### config.mk
export PLATFORM = sky130hd
export DESIGN_NAME = periodic_irq_divider
export DESIGN_NICKNAME = d
export VERILOG_FILES = /design/src/rtl/pid_pkg.sv /design/src/rtl/pid_rate_decode.sv /design/src/rtl/pid_tick_counter.sv /design/src/rtl/pid_arm.sv /design/src/rtl/periodic_irq_divider.sv
export SDC_FILE = /design/constraint.sdc
export NUM_CORES = 1
export LEC_CHECK = 0
export ABC_AREA = 1
export BUFFER_PORTS_ARGS = -buffer_cell sky130_fd_sc_hd__buf_2
export CAP_MARGIN = 10
export CORE_UTILIZATION = 42
export DETAILED_ROUTE_END_ITERATION = 6
export PLACE_DENSITY = 0.69
export SYNTH_ARGS = -nofsm -noshare
export SYNTH_HDL_FRONTEND = slang
export SYNTH_SLANG_ARGS = --single-unit
### constraint.sdc
create_clock -name clk -period 2.56 [get_ports clk]
set_input_delay 0 -clock clk [delete_from_list [all_inputs] [get_ports clk]]
set_output_delay 0 -clock clk [all_outputs]
set_load 0.01 [all_outputs]
### src/rtl/pid_pkg.sv
package pid_pkg;
    localparam int RATE_W = 4;

    typedef struct packed {
        logic [RATE_W-1:0] rate;
        logic              pie;
        logic              sqw;
    } pid_cfg_t;
endpackage

### src/rtl/pid_rate_decode.sv
module pid_rate_decode
    import pid_pkg::*;
#(
    parameter int CNT_W = 16
) (
    input  logic [RATE_W-1:0] code_i,
    input  logic              pie_i,
    input  logic              sqw_i,
    output logic [CNT_W-1:0]  period_o,
    output logic [CNT_W-1:0]  mask_o,
    output logic              run_o
);
    localparam int NCODE     = 1 << RATE_W;
    localparam int ALIAS_OFS = 7;

    logic [CNT_W-1:0] period_tbl [NCODE];

    for (genvar k = 0; k < NCODE; k++) begin : g_code
        localparam int EFF = (k == 1 || k == 2) ? k + ALIAS_OFS : k;
        if (k == 0) begin : g_off
            assign period_tbl[k] = '0;
        end else begin : g_on
            assign period_tbl[k] = CNT_W'(1) << (EFF - 1);
        end
    end

    always_comb begin
        period_o = period_tbl[code_i];
        mask_o   = period_o - CNT_W'(1);
        run_o    = (code_i != '0) && (pie_i || sqw_i);
    end
endmodule

### src/rtl/pid_tick_counter.sv
module pid_tick_counter #(
    parameter int CNT_W = 16
) (
    input  logic             clk,
    input  logic             rst_n,
    input  logic             tick_i,
    output logic [CNT_W-1:0] cnt_d
);
    logic [CNT_W-1:0] cnt_q;

    always_comb begin
        cnt_d = cnt_q;
        if (tick_i) begin
            cnt_d = cnt_q + CNT_W'(1);
        end
    end

    always_ff @(posedge clk) begin
        if (!rst_n) begin
            cnt_q <= '0;
        end else begin
            cnt_q <= cnt_d;
        end
    end


    hold_without_tick_chk: assert property (@(posedge clk) disable iff (!rst_n)
        !tick_i |=> $stable(cnt_q));


    step_on_tick_chk: assert property (@(posedge clk) disable iff (!rst_n)
        tick_i |=> cnt_q == $past(cnt_q) + CNT_W'(1));
endmodule

### src/rtl/pid_arm.sv
module pid_arm #(
    parameter int CNT_W = 16
) (
    input  logic             clk,
    input  logic             rst_n,
    input  logic             tick_i,
    input  logic             run_i,
    input  logic             chg_i,
    input  logic [CNT_W-1:0] cnt_next_i,
    input  logic [CNT_W-1:0] period_i,
    input  logic [CNT_W-1:0] mask_i,
    output logic             fire_o
);
    logic [CNT_W-1:0] tgt_d, tgt_q;

    always_comb begin
        tgt_d  = tgt_q;
        fire_o = tick_i && run_i && !chg_i && (cnt_next_i == tgt_q);
        if (chg_i || !run_i) begin
            tgt_d = (cnt_next_i & ~mask_i) + period_i;
        end else if (fire_o) begin
            tgt_d = tgt_q + period_i;
        end
    end

    always_ff @(posedge clk) begin
        if (!rst_n) begin
            tgt_q <= '0;
        end else begin
            tgt_q <= tgt_d;
        end
    end


    fire_aligned_chk: assert property (@(posedge clk) disable iff (!rst_n)
        fire_o |-> (cnt_next_i & mask_i) == '0);
endmodule

### src/rtl/periodic_irq_divider.sv
module periodic_irq_divider
    import pid_pkg::*;
#(
    parameter int CNT_W = 16
) (
    input  logic              clk,
    input  logic              rst_n,
    input  logic              tick_i,
    input  logic [RATE_W-1:0] rate_code_i,
    input  logic              pie_en_i,
    input  logic              sqw_en_i,
    output logic              pflag_o,
    output logic              irq_o,
    output logic              sqw_o
);
    typedef struct packed {
        pid_cfg_t cfg;
        logic     pflag;
        logic     irq;
        logic     sqw;
    } top_state_t;

    top_state_t       st_d, st_q;
    pid_cfg_t         cur_cfg;
    logic             chg;
    logic             run;
    logic             fire;
    logic [CNT_W-1:0] cnt_next;
    logic [CNT_W-1:0] period;
    logic [CNT_W-1:0] mask;

    pid_rate_decode #(.CNT_W(CNT_W)) u_decode (
        .code_i   (rate_code_i),
        .pie_i    (pie_en_i),
        .sqw_i    (sqw_en_i),
        .period_o (period),
        .mask_o   (mask),
        .run_o    (run)
    );

    pid_tick_counter #(.CNT_W(CNT_W)) u_count (
        .clk    (clk),
        .rst_n  (rst_n),
        .tick_i (tick_i),
        .cnt_d  (cnt_next)
    );

    pid_arm #(.CNT_W(CNT_W)) u_arm (
        .clk        (clk),
        .rst_n      (rst_n),
        .tick_i     (tick_i),
        .run_i      (run),
        .chg_i      (chg),
        .cnt_next_i (cnt_next),
        .period_i   (period),
        .mask_i     (mask),
        .fire_o     (fire)
    );

    always_comb begin
        cur_cfg.rate = rate_code_i;
        cur_cfg.pie  = pie_en_i;
        cur_cfg.sqw  = sqw_en_i;
        chg          = (cur_cfg != st_q.cfg);
        st_d         = st_q;
        st_d.cfg     = cur_cfg;
        st_d.pflag   = fire;
        st_d.irq     = fire && pie_en_i;
        st_d.sqw     = fire && sqw_en_i;
    end

    always_ff @(posedge clk) begin
        if (!rst_n) begin
            st_q <= '0;
        end else begin
            st_q <= st_d;
        end
    end

    assign pflag_o = st_q.pflag;
    assign irq_o   = st_q.irq;
    assign sqw_o   = st_q.sqw;


    irq_implies_flag_chk: assert property (@(posedge clk) disable iff (!rst_n)
        irq_o |-> pflag_o);


    code_zero_quiet_chk: assert property (@(posedge clk) disable iff (!rst_n)
        pflag_o |-> $past(rate_code_i) != '0);


    sqw_single_pulse_chk: assert property (@(posedge clk) disable iff (!rst_n)
        sqw_o |=> !sqw_o);


    sqw_needs_enable_chk: assert property (@(posedge clk) disable iff (!rst_n)
        sqw_o |-> $past(sqw_en_i));


    rearm_quiet_chk: assert property (@(posedge clk) disable iff (!rst_n)
        (rate_code_i != $past(rate_code_i)) |=> !pflag_o);
endmodule

Yosys cells after proc, flatten, opt, wreduce, memory -nomap -nowiden
Memories as Yosys holds them, arrays and structs flattened. Index checks and enable logic that the tools add are counted.

Bitwise gates (word level): 3. Equality and inequality tests: 2. $lt $le $gt $ge: 1. Muxes and demuxes: 5. Add/subtract/negate cells: 4. Reductions and logical operators: 12.

Operator list (number): 16-bit two-way mux (5); 16-bit adder (2); 16-bit by 1-bit adder with 16-bit output (second input constant) (1); 16-bit AND (1); 16-bit equality test (1); 16-bit NOT (1); 16-bit by 1-bit subtractor with 16-bit output (second input constant) (1); 1-bit logical AND (6); 6-bit != test (1); 5-bit >= comparator (second input constant) (1); 4-bit NOT with 5-bit output (1); 4-bit nonzero test (1); 1-bit logical NOT (2); 1-bit logical OR (2); 2-bit nonzero test (1).

Memories kept: 1. Memory bits (read-only): 256. Logic and storage cells: 36. Input port bits: 9. Register bits after elaboration: 41.

Memories: (no name shown) (words 16, bits a word 16, read ports 1, clocked after memory_dff 0, write ports 0, RTL line pid_rate_decode.sv:28) `period_o = period_tbl[code_i];`.

Logic depth before layout (Yosys ltp)
Gate-level depths: netlist of run 1.

Depth in word-level cells: 9. Mapped depth: 28. Mapped depth without buffers: 26.

Cells and area by module
A second synthesis of run 1 with hierarchy kept.

Cells, all modules: 691. Area total of the unflattened synthesis: 3970.1 um^2.

By module, submodules not included: pid_arm (instances 1, cells each 423, area each 2294.7 um^2); pid_tick_counter (instances 1, cells each 123, area each 863.3 um^2); pid_rate_decode (instances 1, cells each 86, area each 442.9 um^2); periodic_irq_divider (instances 1, cells each 59, area each 369.1 um^2).

Least setup slack after synthesis of run 1
OpenSTA, ideal clock, no wires.

Path kind: reg2reg. Start: reg st_q[3] in the netlist's numbering. End: reg u_arm.tgt_q[14]. Cell stages (with the launch flop): 25. Period minus slack after synthesis: 2819 ps. Data required time: 2443 ps. Arrival: 2702 ps. Setup slack: -259 ps. Cells stage by stage: dfxtp_1 inv_1 nand2_1 nand2_1 nand2_1 nor2_1 nand3_2 buf_6 clkbuf_1 nand3_1 o21ai_0 ha_1 fa_1 a21oi_1 o21ai_0 nand2_1 nand2_1 nand2_1 nand2_1 nand2_1 nand2_1 nand4_1 a21oi_1 nor2_1 nor2_1.

Longest elaborated chain between the ends: 5. Elaborated cells on any way between the ends: 7. Those cells by class: eq/ne: 1; mux: 1; reduce/logical: 5.

Ends and longest elaborated chain: start, declared (RTL line periodic_irq_divider.sv:23) `top_state_t st_d, st_q;`; start signal, assigned (RTL line periodic_irq_divider.sv:76) `st_q <= st_d;`; 6-bit != test * (RTL line periodic_irq_divider.sv:64) `chg = (cur_cfg != st_q.cfg);`; 1-bit logical NOT (RTL line pid_arm.sv:18) `fire_o = tick_i && run_i && !chg_i && (cnt_next_i == tgt_q);`; 1-bit logical AND (2 in a row) (RTL line pid_arm.sv:18); 2-bit nonzero test (no source line); end signal, assigned (RTL line pid_arm.sv:30) `tgt_q <= tgt_d;`; end, declared (RTL line pid_arm.sv:14) `logic [CNT_W-1:0] tgt_d, tgt_q;`.

Every way passes the cells marked *; elsewhere a longest branch is shown, timed or not. A chain may end at the register's enable or synchronous reset.

Final worst setup path of run 1
Start: reg u_count.cnt_q[2]. End: reg u_arm.tgt_q[14].

Longest elaborated chain between the ends: 5. Elaborated cells on any way between the ends: 8. Those cells by class: add/sub: 2; eq/ne: 1; mux: 2; bitwise: 1; reduce/logical: 2.

Ends and longest elaborated chain: start, declared (RTL line pid_tick_counter.sv:9) `logic [CNT_W-1:0] cnt_q;`; start signal, assigned (RTL line pid_tick_counter.sv:22) `cnt_q <= cnt_d;`; 16-bit by 1-bit adder with 16-bit output (RTL line pid_tick_counter.sv:14) `cnt_d = cnt_q + CNT_W'(1);`; 16-bit two-way mux * (RTL line pid_tick_counter.sv:13) `if (tick_i) begin`; 16-bit AND / 16-bit equality test (equally long branches) (RTL line pid_arm.sv:20, pid_arm.sv:18); 16-bit adder / 1-bit logical AND (equally long branches) (RTL line pid_arm.sv:20, pid_arm.sv:18); 16-bit two-way mux / 2-bit nonzero test (equally long branches).

Marks and branches as above.

==> results of run 1 <==
layout by cell type, fill, tap and decap left out, drive strengths merged, types with 4 or more instances in the layout:
cell    Yosys  routed
or2         4       4
nand4      14      14
dfxtp      39      39
clkbuf      4       6
xor2       10      10
xnor2       4       4
o21ai      22      22
nand2     138     140
o22ai       4       4
nand3      51      51
nor3       11      11
inv        82      82
a21oi      18      18
buf         8     127
nor2       72      72
ha         12      12
timing repair:
item | CTS | global route
pin swaps | 11 | 29
buffers inserted | 16 | 13
hold endpoints to repair | 0 | 0
setup endpoints to repair | 13 | 17
resized for setup | 35 | 46
cloned | 0 | 2
per-layer routing:
metal  track usage [%]  part of all wire (%)
met1              31.6                    41
met5                 0                     0
met3              4.38                   5.3
met4              13.8                   5.7
met2              46.0                    48
synthesized netlist by cell type (all sizes together), types with 8 or more instances:
library cell	count	area, µm²
a21oi	18	109
buf	8	63.8
dfxtp	39	781
ha	12	150
inv	82	308
nand2	138	549
nand3	51	285
nand4	14	93.8
nor2	72	288
nor3	11	60.1
o21ai	22	114
xor2	10	95.1
flip-flops by register name, indices dropped and copies added, names as in the netlist:
register,count
u_arm.tgt_q,14
sqw_o,1
u_count.cnt_q,16
st_q,6
pflag_o,1
irq_o,1
kinds of logic after synthesis:
logic type	Yosys count	synth area share, %
AO/OA/AOI/OAI	54	10.5
XOR/XNOR	14	4.16
adder cells (fa/ha/maj)	13	5.43
buffers and inverters	94	12.3
flip-flops	39	24.9
AND/OR/NAND/NOR	295	42.6
worst register-to-register path, delay by kind of cell, from the launching register on:
family | cells | cell delay, ns
buffers and inverters | 2 | 0.22
xor gates and xnor gates | 1 | 0.28
DFF | 1 | 0.44
AOI/OAI and AO/OA | 2 | 0.26
and+or+nand+nor | 14 | 1.28
adders and majority gates | 1 | 0.31
per-stage QoR:
stage | hold slack, ns | worst slack, ns | cell area (µm²) | utilization (%)
after floorplan | 0.0934 | -0.0660 | 3180 | -
after detailed placement | 0.319 | -0.229 | 3950 | 54.8
after CTS | 0.0106 | -0.206 | 4360 | 60.4
after global placement | 0.305 | -0.173 | 3950 | 54.8
after global routing | 0.0276 | -0.535 | 4640 | 64.3
final | 0.0172 | -0.313 | 4640 | 64.3
worst max-delay path by stage:
stage	endpoint	slack (ns)
after CTS	u_arm.tgt_q[14]$_SDFFE_PN0P_	-0.21
final	u_arm.tgt_q[14]$_SDFFE_PN0P_	-0.31
after detailed placement	u_arm.tgt_q[14]$_SDFFE_PN0P_	-0.23
after global routing	u_arm.tgt_q[14]$_SDFFE_PN0P_	-0.53
after floorplan	u_arm.tgt_q[15]$_SDFFE_PN0P_	-0.07
after global placement	u_arm.tgt_q[14]$_SDFFE_PN0P_	-0.17
final cells by class:
| class | instances | area (µm²) |
|---|---|---|
| clock inverter | 2 | 60.1 |
| fill | 594 | 2580 |
| timing repair buffer | 127 | 945 |
| multi-input combinational | 378 | 2330 |
| inverter | 82 | 308 |
| clock buffer | 6 | 72.6 |
| tap | 99 | 124 |
| sequential | 39 | 797 |
power by group through the flow:
stage | registers [mW] | clock network [mW] | logic (mW)
2_1_floorplan | 0.643 | 0 | 0.135
3_3_place_gp | 0.644 | 0 | 0.223
3_5_place_dp | 0.645 | 0 | 0.229
4_1_cts | 0.632 | 0.636 | 0.245
5_1_grt | 0.636 | 0.665 | 0.305
6_report | 0.635 | 0.637 | 0.281
==> flow_summary.yaml, run 1 <==
worst_setup_path:
  critPathLaunchType: "flip-flop"
  cp-end-kind: "flip-flop"
  rrSetupSlack_ns: -0.31
  crit_family: "simple AND/OR/NAND/NOR gates"
  startpoint: "u_count.cnt_q[2]$_SDFF_PN0_"
  timing.rr.end: "u_arm.tgt_q[14]$_SDFFE_PN0P_"
  cp_common_cell: "nand2_1"
  worstPathArrival_ns: 3.07
  r2r.worst_path.cells: 20
  critPathKind: "flip-flop to flip-flop"
  slowest_delay_ns: 0.44
  worst-path-stages: 20
  path_max_fanout: 5
  required_ns: 2.76
  critical_path.slowest_cell: "dfxtp_2"
  crit_buf_inv: 2
  path_cells: "nand2_2 -> nor2_4 -> nand2_1 -> xor2_2 -> o41ai_2 -> ha_1 -> inv_1 -> buf_4 -> o21ai_2 -> nand2_1 -> nand2_1 -> nand2_1 -> nand2_1 -> nand2_2 -> nand2_4 -> nand4_1 -> nand3_1 -> nand2_1 -> nor2_1 -> nor2_1"
  reg2reg_from: "u_count.cnt_q[2]$_SDFF_PN0_"
placement:
  portBuffers: 11
  routabilityCongestion: 0.906
  placed_cells: 697
  dp_hpwl_um: 7130
yosys:
  synth_edf_count: 0
  netlist_area_um2: 3130
  synth_cell_types: 43
  syn_inst: 509
  syn_nets: 531
  ys_ff_latch: 39
  yosys_most_used_dff: "dfxtp_1"
  ys_warn_count: 0
  ys_seq_area_share_pct: 24.9
  async_reset_ff_share_pct: 0
  synth.avg_cell_area_um2: 6.15
grt:
  grtUsageTotal_pct: 26.6
  grt_pass1_wl_um: 15800
  grt_max_degree: 23
  overflow: 0
  grt_pass1_vias: 3544
  antenna_found_initial: 0
floorplanning:
  start_util_pct: 43.4
  die_w_um: 88.4
  rows: 31
  core_um2: 7210
  io-pin-count: 12
  dieArea_um2: 7810
  die_y_um: 88.4
detailed_routing:
  via_count: 3938
  ant_nets: 0
  viasPerCell: 5.37
  drt_iter0_markers: 252
  drc_errors: 0
  routedWlPerCell_um: 15.1
  dr.pass1.iters: 5
  wirelength_um: 11000
hold_path:
  whs_endpoint: "st_q[4]$_SDFF_PN0_"
  hold_start: "pie_en_i"
  whs_path_depth: 4
  hp-class: "input port to flip-flop"
timing:
  finalMaxSlewViolations: 0
  rsz0062_at_grt: "true"
  skew_ns: 0.00568
  finalHoldViolCount: 0
  slew_headroom_pct: 39.5
  fmax_ghz: 0.348
  fin_crit_sh_pct: 112
  finalCriticalPeriod_ns: 2.87
  setup_viol: 14
  layout_setup_ws_ns: -0.313
  worst_pin_slew_ns: 0.907
  setup-tns-final_ns: -2.17
finish:
  antennaDiodeCount: 0
  fin_nets: 655
  drive_gt1_share_pct: 38.6
  fin_cells: 733
  syn_to_final_growth_pct: 48.1
power:
  leakagePower_nw: 2.30
  combPwrFrac_pct: 18.1
  switching_share_pct: 27.0
  p_int_mw: 1.13
  clockPowerShare_pct: 41.1
  peakVddDrop_mv: 0.251
  p_switching_uw: 418
  p_per_area_nw_per_um2: 335
  power_mw: 1.55
  power_frac_seq_pct: 40.9
cts:
  clkTransAtPathRegs_ns: 0.09
  cts_buffers: 5
  cts_buffer_depth: 2
  clock_sinks: 39
  cts_tree: "built"
  h-tree-depth: 2
  root_buffer: "clkbuf_8"
  clk_latency_ns: 0.31
  hold_buffers: 0
run:
  max_cap_violations: 0
run_status:
  status: "finished, violations left"
  violations: "negative setup slack"
(Power assumes the default switching activity.)
==> run 2, diff against run 1 <==
--- a/config.mk
+++ b/config.mk
@@ -10,6 +10,7 @@
 export CAP_MARGIN = 10
 export CORE_UTILIZATION = 42
 export DETAILED_ROUTE_END_ITERATION = 6
+export MAX_ROUTING_LAYER = met4
 export PLACE_DENSITY = 0.69
 export SYNTH_ARGS = -nofsm -noshare
 export SYNTH_HDL_FRONTEND = slang
==> run 2 against run 1 <==
Net effect:
- the flow still finishes with violations (negative setup slack)
- via count down 4.0%
- clock skew is essentially flat
- register-to-register slack better by 0.02 ns
- critical path type unchanged
- largest cell class unchanged
==> flow_summary.yaml, run 2 (synthesized netlist as in run 1, its figures left out) <==
run_status:
  status: "finished, violations left"
  violations: "negative setup slack"
floorplanning:
  io-pin-count: 12
  die_w_um: 88.4
  die_y_um: 88.4
  dieArea_um2: 7810
  start_util_pct: 43.4
  rows: 31
  core_um2: 7210
cts:
  clock_sinks: 39
  clkTransAtPathRegs_ns: 0.08
  cts_buffer_depth: 2
  cts_tree: "built"
  root_buffer: "clkbuf_8"
  cts_buffers: 5
  h-tree-depth: 2
  clk_latency_ns: 0.30
worst_setup_path:
  cp-end-kind: "flip-flop"
  cp_common_cell: "nand2_1"
  critical_path.slowest_cell: "fa_2"
  critPathLaunchType: "flip-flop"
  path_cells: "inv_2 -> nand2_1 -> nand2_1 -> nand2_2 -> nor2_4 -> nand3_4 -> buf_6 -> nand3_2 -> o21ai_2 -> ha_2 -> fa_2 -> a21oi_4 -> o21ai_4 -> nand2_2 -> nand2_1 -> nand2_1 -> nand2_1 -> nand2_2 -> nand2_4 -> nand4_1 -> nand3_1 -> nand2_1 -> nor2_1 -> nor2_1"
  path_max_fanout: 5
  critPathKind: "flip-flop to flip-flop"
  slowest_delay_ns: 0.38
  required_ns: 2.80
  worstPathArrival_ns: 3.09
finish:
  final_common_cell: "nand2_1"
  fin_nets: 650
  regMostFlops: "u_count.cnt_q"
  drive_gt1_share_pct: 36.4
  layout_common_cells: "nand2_1 (117), buf_4 (108), inv_1 (72), nor2_1 (65), nand3_1 (35)"
  antennaDiodeCount: 0
  syn_to_final_growth_pct: 45.5
  largest_register_ffs: 16
  biggestRegsByFlops: "u_count.cnt_q (16), u_arm.tgt_q (14), st_q (6)"
  final_util_pct: 63.2
placement:
  dp_hpwl_um: 7020
  portBuffers: 11
  routabilityCongestion: 0.918
detailed_routing:
  routedWlPerCell_um: 14.1
  drc_errors: 0
  via_count: 3779
  dr.pass1.iters: 5
  drt_iter0_markers: 266
  viasPerCell: 5.19
  ant_nets: 0
  wirelength_um: 10300
timing:
  setup_viol: 14
  fmax_ghz: 0.351
  finalMaxSlewViolations: 0
  skew_ns: 0.00596
  slew_headroom_pct: 44.7
  worst_pin_slew_ns: 0.829
  finalHoldViolCount: 0
  layout_setup_ws_ns: -0.291
  fin_crit_sh_pct: 111
  rsz0062_at_grt: "true"
  whs_ns: 0.00790
  finalCriticalPeriod_ns: 2.85
power:
  leakagePower_nw: 2.28
  p_per_area_nw_per_um2: 317
  power_mw: 1.45
  peakVddDrop_mv: 0.184
grt:
  grt_pass1_wl_um: 14900
  antenna_found_initial: 0
  grt.met3_usage_pct: 3.36
  top_usage_layer: "met2"
  grt_pass1_vias: 3417
  globalRouteMet1Util_pct: 29.9
  use_met2_pct: 44.3
  overflow: 0
  grt_max_degree: 23
  grtUsageTotal_pct: 25.5
hold_path:
  hp-class: "input port to flip-flop"
run:
  max_cap_violations: 0
## run 2: cell count changes in the layout (fill, tap and decap cells not counted), moves of 3 or more
cell	previous run	this run
nand2_1	114	117
buf_4	111	108
inv_2	13	9
inv_1	69	72
## run 2: path summary, 6_finish.rpt
kind                               start                      endpoint  slack [ns]  cells after the start
max reg2reg           st_q[3]$_SDFF_PN0_  u_arm.tgt_q[14]$_SDFFE_PN0P_       -0.29                     24
min reg2reg  u_arm.tgt_q[4]$_SDFFE_PN0P_   u_arm.tgt_q[4]$_SDFFE_PN0P_        0.52                      2
max                   st_q[3]$_SDFF_PN0_  u_arm.tgt_q[14]$_SDFFE_PN0P_       -0.29                     24
min                             pie_en_i            st_q[4]$_SDFF_PN0_       0.008                      4
## run 2: timing repair
action | 4_1_cts | 5_1_grt
setup buffers | 14 | 8
pin swaps | 12 | 29
setup endpoints to repair | 11 | 17
gates cloned | 0 | 2
resized for setup | 14 | 53
hold buffers | 0 | 0
## run 2: cell type report
class	count	area (µm²)
fill	605	2660
multi-input combinational	378	2320
timing repair buffer	122	900
sequential	39	790
inverter	82	310
tap	99	124
clock buffer	6	82.6
clock inverter	2	35.0
## run 2: power by group
group | total (mW) | internal (mW) | switching, mW | leakage [nW]
clock | 0.549 | 0.316 | 0.233 | 0.0612
sequential | 0.633 | 0.622 | 0.0110 | 0.319
combinational | 0.265 | 0.113 | 0.152 | 1.90
## run 2: critical path, delay by kind of cell, from the launching register on
kind / cells / cell delay (ns)
buffers and inverters: 2 / 0.19
AO/OA/AOI/OAI: 3 / 0.31
AND/OR/NAND/NOR: 17 / 1.38
flip-flops: 1 / 0.33
adder cells (fa/ha/maj): 2 / 0.58
## run 2: routing by layer
metal	wire length, µm	up-vias	share of wire [%]
met5	0	-	0
met4	376	0	3.7
met3	482	31	4.7
met2	5070	118	49
met1	4360	1762	42
li1	-	1868	-
## run 2: through the flow
stage / worst slack [ns] / cell area (µm²) / instances / TNS [ns]
2_1_floorplan: -0.0660 / 3180 / 509 / -0.211
5_1_grt: -0.532 / 4560 / 728 / -4.26
4_1_cts: -0.214 / 4250 / 719 / -1.09
3_5_place_dp: -0.284 / 3950 / 697 / -1.64
3_3_place_gp: -0.196 / 3950 / 697 / -0.872
6_report: -0.291 / 4560 / 728 / -2.10
